`config.mk`:
```
export PLATFORM = sky130hd
export DESIGN_NAME = fp_to_fixed_conv
export DESIGN_NICKNAME = d
export VERILOG_FILES = /design/src/rtl/fxc_pkg.sv /design/src/rtl/fxc_decode.sv /design/src/rtl/fxc_clamp.sv /design/src/rtl/fp_to_fixed_conv.sv
export SDC_FILE = /design/constraint.sdc
export NUM_CORES = 1
export LEC_CHECK = 0
export BUFFER_PORTS_ARGS = -buffer_cell sky130_fd_sc_hd__buf_2
export CAP_MARGIN = 20
export CORE_MARGIN = 4
export CORE_UTILIZATION = 50
export CTS_CLUSTER_DIAMETER = 200
export DETAILED_ROUTE_END_ITERATION = 8
export GPL_TIMING_DRIVEN = 0
export PLACE_DENSITY = 0.79
export SLEW_MARGIN = 10
export SYNTH_ARGS = -nofsm -noshare
export SYNTH_HDL_FRONTEND = slang
export SYNTH_HIERARCHICAL = 1
export SYNTH_SLANG_ARGS = --single-unit
```
`constraint.sdc`:
```
create_clock -name clk -period 3.75 [get_ports clk]
set_input_delay 0.375 -clock clk [delete_from_list [all_inputs] [get_ports clk]]
set_output_delay 0.375 -clock clk [all_outputs]
set_load 0.02 [all_outputs]
```
`src/rtl/fxc_pkg.sv`:
```
package fxc_pkg;
  localparam int FP_W     = 32;
  localparam int EXP_W    = 8;
  localparam int MAN_W    = 23;
  localparam int BIAS     = (1 << (EXP_W - 1)) - 1;
  localparam int OUT_W    = 32;
  localparam int HALF_W   = 16;
  localparam int FRAC_W   = $clog2(OUT_W);
  localparam int SIG_W    = MAN_W + 1;

  typedef struct packed {
    logic             neg;
    logic [OUT_W-1:0] mag;
    logic             huge;
    logic             lost;
    logic             nan;
    logic             denorm;
    logic             is_signed;
    logic             half;
  } fxc_mid_t;
endpackage

```
`src/rtl/fxc_decode.sv`:
```
module fxc_decode
  import fxc_pkg::*;
(
  input  logic [FP_W-1:0]   value,
  input  logic              is_signed,
  input  logic              half,
  input  logic [FRAC_W-1:0] frac,
  input  logic              flush,
  output fxc_mid_t          mid
);
  logic [EXP_W-1:0] expf;
  logic [MAN_W-1:0] manf;
  logic [SIG_W-1:0] sig;
  int               e_i;
  logic [FRAC_W-1:0] sh;
  logic [OUT_W-1:0] wide_sig;
  logic [OUT_W-1:0] drop_mask;

  assign expf     = value[FP_W-2 -: EXP_W];
  assign manf     = value[MAN_W-1:0];
  assign sig      = {1'b1, manf};
  assign wide_sig = OUT_W'(sig);

  always_comb begin
    mid           = '0;
    mid.neg       = value[FP_W-1];
    mid.is_signed = is_signed;
    mid.half      = half;
    e_i           = int'(expf) + int'(frac) - BIAS;
    sh            = '0;
    drop_mask     = '0;
    if (expf == {EXP_W{1'b1}}) begin
      if (manf != '0) mid.nan  = 1'b1;
      else            mid.huge = 1'b1;
    end else if (expf == '0) begin
      mid.lost   = (manf != '0) && !flush;
      mid.denorm = (manf != '0) && flush;
    end else if (e_i >= OUT_W) begin
      mid.huge = 1'b1;
    end else if (e_i >= MAN_W) begin
      sh      = FRAC_W'(e_i - MAN_W);
      mid.mag = wide_sig << sh;
    end else if (e_i >= 0) begin
      sh        = FRAC_W'(MAN_W - e_i);
      drop_mask = (OUT_W'(1) << sh) - OUT_W'(1);
      mid.mag   = wide_sig >> sh;
      mid.lost  = (wide_sig & drop_mask) != '0;
    end else begin
      mid.lost = 1'b1;
    end
  end
endmodule

```
`src/rtl/fxc_clamp.sv`:
```
module fxc_clamp
  import fxc_pkg::*;
(
  input  fxc_mid_t         mid,
  output logic [OUT_W-1:0] result,
  output logic             invalid,
  output logic             inexact
);
  localparam logic [OUT_W-1:0] S_MAX_F = OUT_W'((64'd1 << (OUT_W - 1)) - 1);
  localparam logic [OUT_W-1:0] S_MAX_H = OUT_W'((64'd1 << (HALF_W - 1)) - 1);
  localparam logic [OUT_W-1:0] U_MAX_F = OUT_W'((64'd1 << OUT_W) - 1);
  localparam logic [OUT_W-1:0] U_MAX_H = OUT_W'((64'd1 << HALF_W) - 1);

  logic [OUT_W-1:0] pos_lim, neg_lim, u_lim;

  assign pos_lim = mid.half ? S_MAX_H : S_MAX_F;
  assign neg_lim = pos_lim + OUT_W'(1);
  assign u_lim   = mid.half ? U_MAX_H : U_MAX_F;

  always_comb begin
    result  = '0;
    invalid = 1'b0;
    if (mid.nan) begin
      invalid = 1'b1;
    end else if (mid.is_signed) begin
      if (mid.neg) begin
        if (mid.huge || mid.mag > neg_lim) begin
          result  = ~neg_lim + OUT_W'(1);
          invalid = 1'b1;
        end else begin
          result = ~mid.mag + OUT_W'(1);
        end
      end else if (mid.huge || mid.mag > pos_lim) begin
        result  = pos_lim;
        invalid = 1'b1;
      end else begin
        result = mid.mag;
      end
    end else begin
      if (mid.neg) begin
        invalid = mid.huge || (mid.mag != '0);
      end else if (mid.huge || mid.mag > u_lim) begin
        result  = u_lim;
        invalid = 1'b1;
      end else begin
        result = mid.mag;
      end
    end
    inexact = mid.lost && !invalid;
  end
endmodule

```
`src/rtl/fp_to_fixed_conv.sv`:
```
module fp_to_fixed_conv
  import fxc_pkg::*;
(
  input  logic              clk,
  input  logic              rst_n,
  input  logic              in_valid,
  input  logic [FP_W-1:0]   in_value,
  input  logic              in_signed,
  input  logic              in_half,
  input  logic [FRAC_W-1:0] in_frac_bits,
  input  logic              in_flush,
  output logic              out_valid,
  output logic [OUT_W-1:0]  out_result,
  output logic              out_invalid,
  output logic              out_inexact,
  output logic              out_denorm
);
  fxc_mid_t         mid_d, mid_q;
  logic             mid_vld_q;
  logic [OUT_W-1:0] res_d;
  logic             inv_d, inx_d;

  fxc_decode u_decode (
    .value     (in_value),
    .is_signed (in_signed),
    .half      (in_half),
    .frac      (in_frac_bits),
    .flush     (in_flush),
    .mid       (mid_d)
  );

  always_ff @(posedge clk or negedge rst_n) begin
    if (!rst_n) begin
      mid_q     <= '0;
      mid_vld_q <= 1'b0;
    end else begin
      mid_vld_q <= in_valid;
      mid_q     <= in_valid ? mid_d : '0;
    end
  end

  fxc_clamp u_clamp (
    .mid     (mid_q),
    .result  (res_d),
    .invalid (inv_d),
    .inexact (inx_d)
  );

  always_ff @(posedge clk or negedge rst_n) begin
    if (!rst_n) begin
      out_valid   <= 1'b0;
      out_result  <= '0;
      out_invalid <= 1'b0;
      out_inexact <= 1'b0;
      out_denorm  <= 1'b0;
    end else begin
      out_valid   <= mid_vld_q;
      out_result  <= mid_vld_q ? res_d : '0;
      out_invalid <= mid_vld_q && inv_d;
      out_inexact <= mid_vld_q && inx_d;
      out_denorm  <= mid_vld_q && mid_q.denorm;
    end
  end

  // two-cycle latency
  a_r9_latency: assert property (@(posedge clk) disable iff (!rst_n)
    in_valid |-> ##2 out_valid);
  // outputs quiet without valid
  a_r10_quiet: assert property (@(posedge clk) disable iff (!rst_n)
    !out_valid |-> (out_result == '0 && !out_invalid && !out_inexact && !out_denorm));
  // saturation never reports inexact
  a_r6_inv_no_inexact: assert property (@(posedge clk) disable iff (!rst_n)
    out_invalid |-> !out_inexact);
  // flushed operand yields a clean zero
  a_r4_denorm_zero: assert property (@(posedge clk) disable iff (!rst_n)
    out_denorm |-> (out_result == '0 && !out_invalid && !out_inexact));
  // half-width results are extended into the upper half
  a_r8_half_ext: assert property (@(posedge clk) disable iff (!rst_n)
    (out_valid && $past(mid_q.half)) |->
      (out_result[OUT_W-1:HALF_W] ==
       {(OUT_W-HALF_W){$past(mid_q.is_signed) & out_result[HALF_W-1]}}));
endmodule

```
==> results of run 1 <==
state kept, by name (all words and copies together) (netlist names):
register / count
out_invalid: 1
out_valid: 1
mid_vld_q: 1
out_inexact: 1
out_denorm: 1
mid_q: 39
out_result: 32
cells in the mapped netlist (9+ instances only):
cell         n
nor3_1      47
inv_1       21
a31oi_1     23
o31ai_1     15
mux2i_1     42
xnor2_1     13
o2111ai_1   13
nand2_1    128
nand4_1     24
nor4_1      20
clkbuf_1    52
nand3_1     36
o211ai_1    15
buf_2       24
nor2_1      93
or4_1       10
or3_1       16
ha_1        31
a21oi_1     90
and2_1      52
dfrtp_1     76
mux2_2      13
and2_2      28
nor2b_1     11
o21ai_1     17
a211oi_1    21
mux4_2       9
a211o_1     10
o21ai_0     61
worst max-delay path: cells and delay by family:
kind	cells	cell delay, ps
fa+ha+maj	4	1190
compound gates	4	840
simple gates	5	1180
buf+inv	4	390
layout make-up:
cell class	instances	area (sq um)	area share (%)
Tap cell	225	282	2.71
Sequential cell	76	1910	18.4
Timing Repair Buffer	91	543	5.23
Multi-Input combinational cell	979	6720	64.8
Buffer	87	494	4.76
Clock buffer	9	225	2.17
Inverter	23	98.8	0.952
Clock inverter	7	105	1.01
logic make-up after synthesis:
logic type | synth area share (%)
and+or+nand+nor | 29.4
AOI/OAI and AO/OA | 26.9
buffers and inverters | 5.75
DFF | 21.4
muxes | 8.84
adders and majority gates | 4.60
xor gates and xnor gates | 3.06
worst max path at each step:
| stage | startpoint | to | slack, ps | cells after the start |
|---|---|---|---|---|
| global route | in_value[23] | mid_q[4] | -110 | 16 |
| detailed placement | in_value[23] | mid_q[4] | -960 | 20 |
| CTS | mid_q[30] | out_result[12] | 2 | 13 |
| finish | in_value[23] | mid_q[4] | 10 | 17 |
| floorplan | in_value[23] | mid_q[4] | -20 | 17 |
| global placement | in_value[23] | mid_q[4] | -970 | 19 |
stage by stage:
stage                     TNS (ps)  cells  total power (W)  utilization (%)  cell area [sq um]
after floorplan              -22.4   1169          0.00293                -               8960
after global placement      -30430   1465          0.00370             55.3               9600
after detailed placement    -30590   1466          0.00369             55.5               9630
after CTS                        0   1494          0.00476             58.9              10200
after global routing          -112   1497          0.00516             59.8              10400
final                            0   1497          0.00492             59.8              10400
power by group:
group | switching (W) | internal, W
clock network | 0.000362 | 0.000594
registers | 0.0000543 | 0.000874
logic | 0.00193 | 0.00111
timing repair:
| item | CTS | global route |
|---|---|---|
| resized for setup | 37 | 31 |
| endpoints found under the hold margin | 25 | 0 |
| pin swaps | 12 | 13 |
| endpoints found under the setup margin | 49 | 26 |
| hold buffers | 1 | 0 |
| buffers inserted | 14 | 4 |
cells in the final DEF, fill, tap and decap left out, types with 10 or more instances in the layout:
| cell type | synthesis | layout |
|---|---|---|
| mux2_2 | 13 | 13 |
| o31ai_1 | 15 | 13 |
| and2_2 | 28 | 28 |
| nor3_1 | 47 | 45 |
| a31oi_1 | 23 | 22 |
| and2_1 | 52 | 51 |
| o2111ai_1 | 13 | 12 |
| or3_1 | 16 | 13 |
| clkbuf_1 | 52 | 38 |
| o21ai_1 | 17 | 17 |
| inv_1 | 21 | 19 |
| xnor2_1 | 13 | 13 |
| a21oi_1 | 90 | 89 |
| nand2_1 | 128 | 128 |
| a211oi_1 | 21 | 21 |
| o211ai_1 | 15 | 15 |
| or4_1 | 10 | 10 |
| buf_2 | 24 | 90 |
| nor2_1 | 93 | 90 |
| nand4_1 | 24 | 24 |
| nor4_1 | 20 | 17 |
| mux2i_1 | 42 | 42 |
| buf_4 | 5 | 26 |
| a211o_1 | 10 | 10 |
| nand3_1 | 36 | 33 |
| dfrtp_1 | 76 | 74 |
| ha_1 | 31 | 24 |
| o21ai_0 | 61 | 61 |
per-layer routing:
metal  vias up  share of wire, %  global-route usage (%)
met5         -                 0                       0
met4         0               7.0                    19.9
met3       182               8.9                    4.41
met2       738                47                    58.2
met1      4748                37                    41.4
li1       4572                 -                       -
==> results.json, run 1 <==
{
  "fin_crit_sh_pct": 99.7,
  "hold_viol": 0,
  "start_util_pct": 51.1,
  "netlist_top_cells_area": "dfrtp_1, nand2_1, a21oi_1, mux2i_1, ha_1",
  "coreArea_sq_um": 17400,
  "totalWireLength_mm": 35.4,
  "hold_start": "in_valid",
  "io_buffers": 71,
  "max_stage_delay_ps": 640,
  "antennaDiodeCount": 0,
  "drtIter0Drc": 1499,
  "setup_viol": 0,
  "drt-vias-per-instance": 6.84,
  "clk-insertion-delay-late_ps": 350,
  "root_buffer": "clkbuf_16",
  "arrival_ps": 3970,
  "cts_buffers": 9,
  "die_h_um": 141,
  "worstHoldEndpoint": "mid_vld_q",
  "dpl_worst_slack_ps": -964,
  "worst_pin_slew_ps": 1140,
  "ys_async_sr_fraction_pct": 100,
  "syn_nets": 1244,
  "syn_area_sq_um": 8870,
  "peakVddDrop_mv": 0.287,
  "synthDistinctLibCells": 98,
  "ys_ff_latch": 76,
  "first_pass_iters": 6,
  "syn2layout_area_growth_pct": 17.0,
  "critPathMaxFanout": 12,
  "antenna_found_initial": 0,
  "hold-worst-slack_ps": 186,
  "rsz0062_at_grt": "yes",
  "grt_max_degree": 52,
  "synth_edf_count": 0,
  "htreeDepth": 3,
  "grt_overflow_total": 0,
  "status": "finished clean",
  "fin_ws_ps": 11.0,
  "r2r_end": "out_result[24]",
  "p_leak_nw": 4.51,
  "slew_headroom_pct": 23.5,
  "crit-reg2reg-launch": "mid_q[32]",
  "reg2reg_slack_ps": 120,
  "drive_above_1_share_pct": 22.0,
  "grt_pass1_wl_mm": 53.8,
  "ys.flop_type": "dfrtp_1",
  "wl_per_cell_um": 23.6,
  "rows": 48,
  "drtAntennaViolNets": 0,
  "start_kind": "input pin",
  "drc": 0,
  "netlist_instances": 1169,
  "crit_chain": "buf_2, inv_1, ha_2, fa_2, clkinv_4, clkbuf_8, ha_4, ha_4, or3_4, and3_1, a31oi_1, nor2_1, a2111oi_4, o2111ai_2, nor4_4, a31oi_1, and2_4",
  "fmax_mhz": 267,
  "synth_top_area_cell": "dfrtp_1",
  "fillers": 1624,
  "yosys_warnings": 6,
  "grt.total_usage_pct": 34.2,
  "slew_violations": 0,
  "grt_pass1_vias": 9571,
  "end_kind": "flop",
  "required_ps": 3980,
  "gp_congestion": 1.10,
  "holdPathStages": 1,
  "maxCapViolCount": 0,
  "p_per_area_nw_per_um2": 474,
  "cts_tree": "done",
  "synth_top_area_share_pct": 21.4,
  "seq_area_frac_synth_pct": 21.4,
  "io_pins": 79,
  "period_minus_slack_ps": 3740,
  "clock_sinks": 76,
  "hp-class": "in2reg",
  "slowest_stage": "fa_2",
  "ff2ff_path_depth": 15,
  "die_area_sq_um": 19900,
  "dp_hpwl_mm": 26.6,
  "die_w_um": 141,
  "num_vias": 10240,
  "finClkSkew_ps": 8.83,
  "clk_pin_slew_worst_paths_ps": 60,
  "syn_area_per_cell_sq_um": 7.59,
  "clock_path_buffers": 2,
  "crit_type": "in2reg",
  "fin_nets": 1342
}
Power figures use the tool's default switching activity.
==> run 2, diff against run 1 <==
CORE_MARGIN = 2   (was 4)
CTS_BUF_LIST = sky130_fd_sc_hd__clkbuf_8   (was default)
==> run 2 against run 1 <==
Routed wire length is 0.99% higher. Power is 6.1% lower. Clock skew is 5.1 ps higher. Final area is 0.86% lower. Sequential cell count stayed put. Non-clock buffer count is 7 higher. Critical path type is now reg2reg. Critical endpoint is now out_result[30]. Largest cell class unchanged.
==> results.json, run 2 (synthesis gave the netlist of run 1 again) <==
{
  "start_util_pct": 51.3,
  "gp_congestion": 1.00,
  "num_vias": 10252,
  "largest_register_ffs": 39,
  "syn2layout_area_growth_pct": 16.0,
  "slew_violations": 0,
  "clk_pin_slew_worst_paths_ps": 80,
  "clk-insertion-delay-late_ps": 380,
  "root_buffer": "clkbuf_8",
  "drtAntennaViolNets": 0,
  "finClkSkew_ps": 14.0,
  "drtIter0Drc": 1242,
  "grt_pass1_vias": 9528,
  "end_kind": "flop",
  "coreArea_sq_um": 17300,
  "setup_viol": 0,
  "htreeDepth": 3,
  "grt_overflow_total": 0,
  "hp-class": "in2reg",
  "dp_hpwl_mm": 27.1,
  "final_cell_count_no_fill": 1504,
  "wl_per_cell_um": 23.7,
  "grt_max_degree": 50,
  "cts_buffers": 9,
  "antennaDiodeCount": 0,
  "hold-worst-slack_ps": 156,
  "required_ps": 4010,
  "grt_pass1_wl_mm": 54.2,
  "slew_headroom_pct": 29.4,
  "fin_crit_sh_pct": 99.2,
  "maxCapViolCount": 0,
  "die_w_um": 137,
  "comb_power_share_pct": 65.9,
  "grt.total_usage_pct": 37.8,
  "io_buffers": 71,
  "p_leak_nw": 4.49,
  "crit_type": "reg2reg",
  "placedCellCount": 1466,
  "fin_nets": 1349,
  "totalWireLength_mm": 35.7,
  "switching_share_pct": 49.6,
  "cts_tree": "done",
  "drt-vias-per-instance": 6.82,
  "reg_top3": "mid_q: 39 flops, out_result: 32 flops",
  "io_pins": 79,
  "start_kind": "flop",
  "peakVddDrop_mv": 0.312,
  "top_register": "mid_q",
  "rsz0062_at_grt": "yes",
  "status": "finished clean",
  "worst_pin_slew_ps": 1050,
  "arrival_ps": 3980,
  "period_minus_slack_ps": 3720,
  "reg2reg_slack_ps": 30,
  "layout_commonest_cell": "nand2_1",
  "hold_viol": 0,
  "clock_sinks": 76,
  "p_seq_share_pct": 20.1,
  "antenna_found_initial": 1,
  "fmax_mhz": 269,
  "p_per_area_nw_per_um2": 449,
  "power.switching_w": 0.00229,
  "critPathMaxFanout": 10,
  "placed_area_sq_um": 9630,
  "p_clk_share_pct": 14.1,
  "clock_path_buffers": 2,
  "p_int_w": 0.00233,
  "drive_above_1_share_pct": 22.1,
  "drc": 0,
  "first_pass_iters": 6,
  "final_cell_mix": "nand2_1, buf_2, nor2_1",
  "die_area_sq_um": 18800,
  "rows": 48,
  "die_h_um": 137,
  "stdcell_area_sq_um": 10300
}
## run 2: final timing paths
path,to,depth (start not counted),from
min in group asynchronous,out_result[29],2,rst_n
max in group asynchronous,mid_q[36],3,rst_n
min reg2reg,out_denorm,1,mid_q[2]
min,mid_vld_q,1,in_valid
max,out_result[30],14,mid_q[36]
max reg2reg,out_result[30],14,mid_q[36]
## run 2: per-stage QoR
stage               worst slack, ps  utilization, %  TNS (ps)  total power [W]
finish                         30.7            59.5         0          0.00462
global route                  -58.1            59.5      -263          0.00488
CTS                           -9.78            58.5     -9.78          0.00444
detailed placement             -955            55.7    -29130          0.00367
global placement               -961            55.5    -28680          0.00369
floorplan                     -22.4               -     -22.4          0.00293
## run 2: power groups by stage
stage / clock network, W / registers [W] / logic [W]
after floorplan: 0 / 0.000964 / 0.00196
after global placement: 0 / 0.000941 / 0.00275
after detailed placement: 0 / 0.000941 / 0.00273
after CTS: 0.000660 / 0.000926 / 0.00285
after global routing: 0.000702 / 0.000934 / 0.00324
final: 0.000649 / 0.000927 / 0.00304
## run 2: repair_timing
action	in CTS	in global routing
hold buffers	1	0
pin swaps	11	13
buffers inserted	13	10
setup endpoints to repair	48	19
gates resized for setup	39	24
endpoints found under the hold margin	27	0
## run 2: cell type report
class,count,area (sq um)
clock inverters,6,70.1
well taps,225,282
flip-flops and latches,76,1910
clock buffers,10,138
repair buffers,98,581
plain buffers,87,517
inverters,23,98.8
multi-input cells,979,6700
fillers,1653,7010
## run 2: metal layers
metal | global-route usage, % | vias up | wire length, um
met5 | 0 | - | 13
met4 | 23.8 | 2 | 2550
met3 | 5.08 | 193 | 2870
met2 | 64.6 | 730 | 17000
met1 | 44.7 | 4736 | 13300
li1 | - | 4591 | -
## run 2: worst max-delay path, stage by stage, from the launching register on
cell and delay, ps:
dfrtp_2 480, or4_1 630, nor4_4 410, nor2b_1 160
nor2_2 160, buf_4 220, nand2_1 80, ha_1 280
nand3_2 170, or3_4 170, nor3_2 40, xor2_1 220
o21ai_1 90, a211o_1 310, and2_2 190
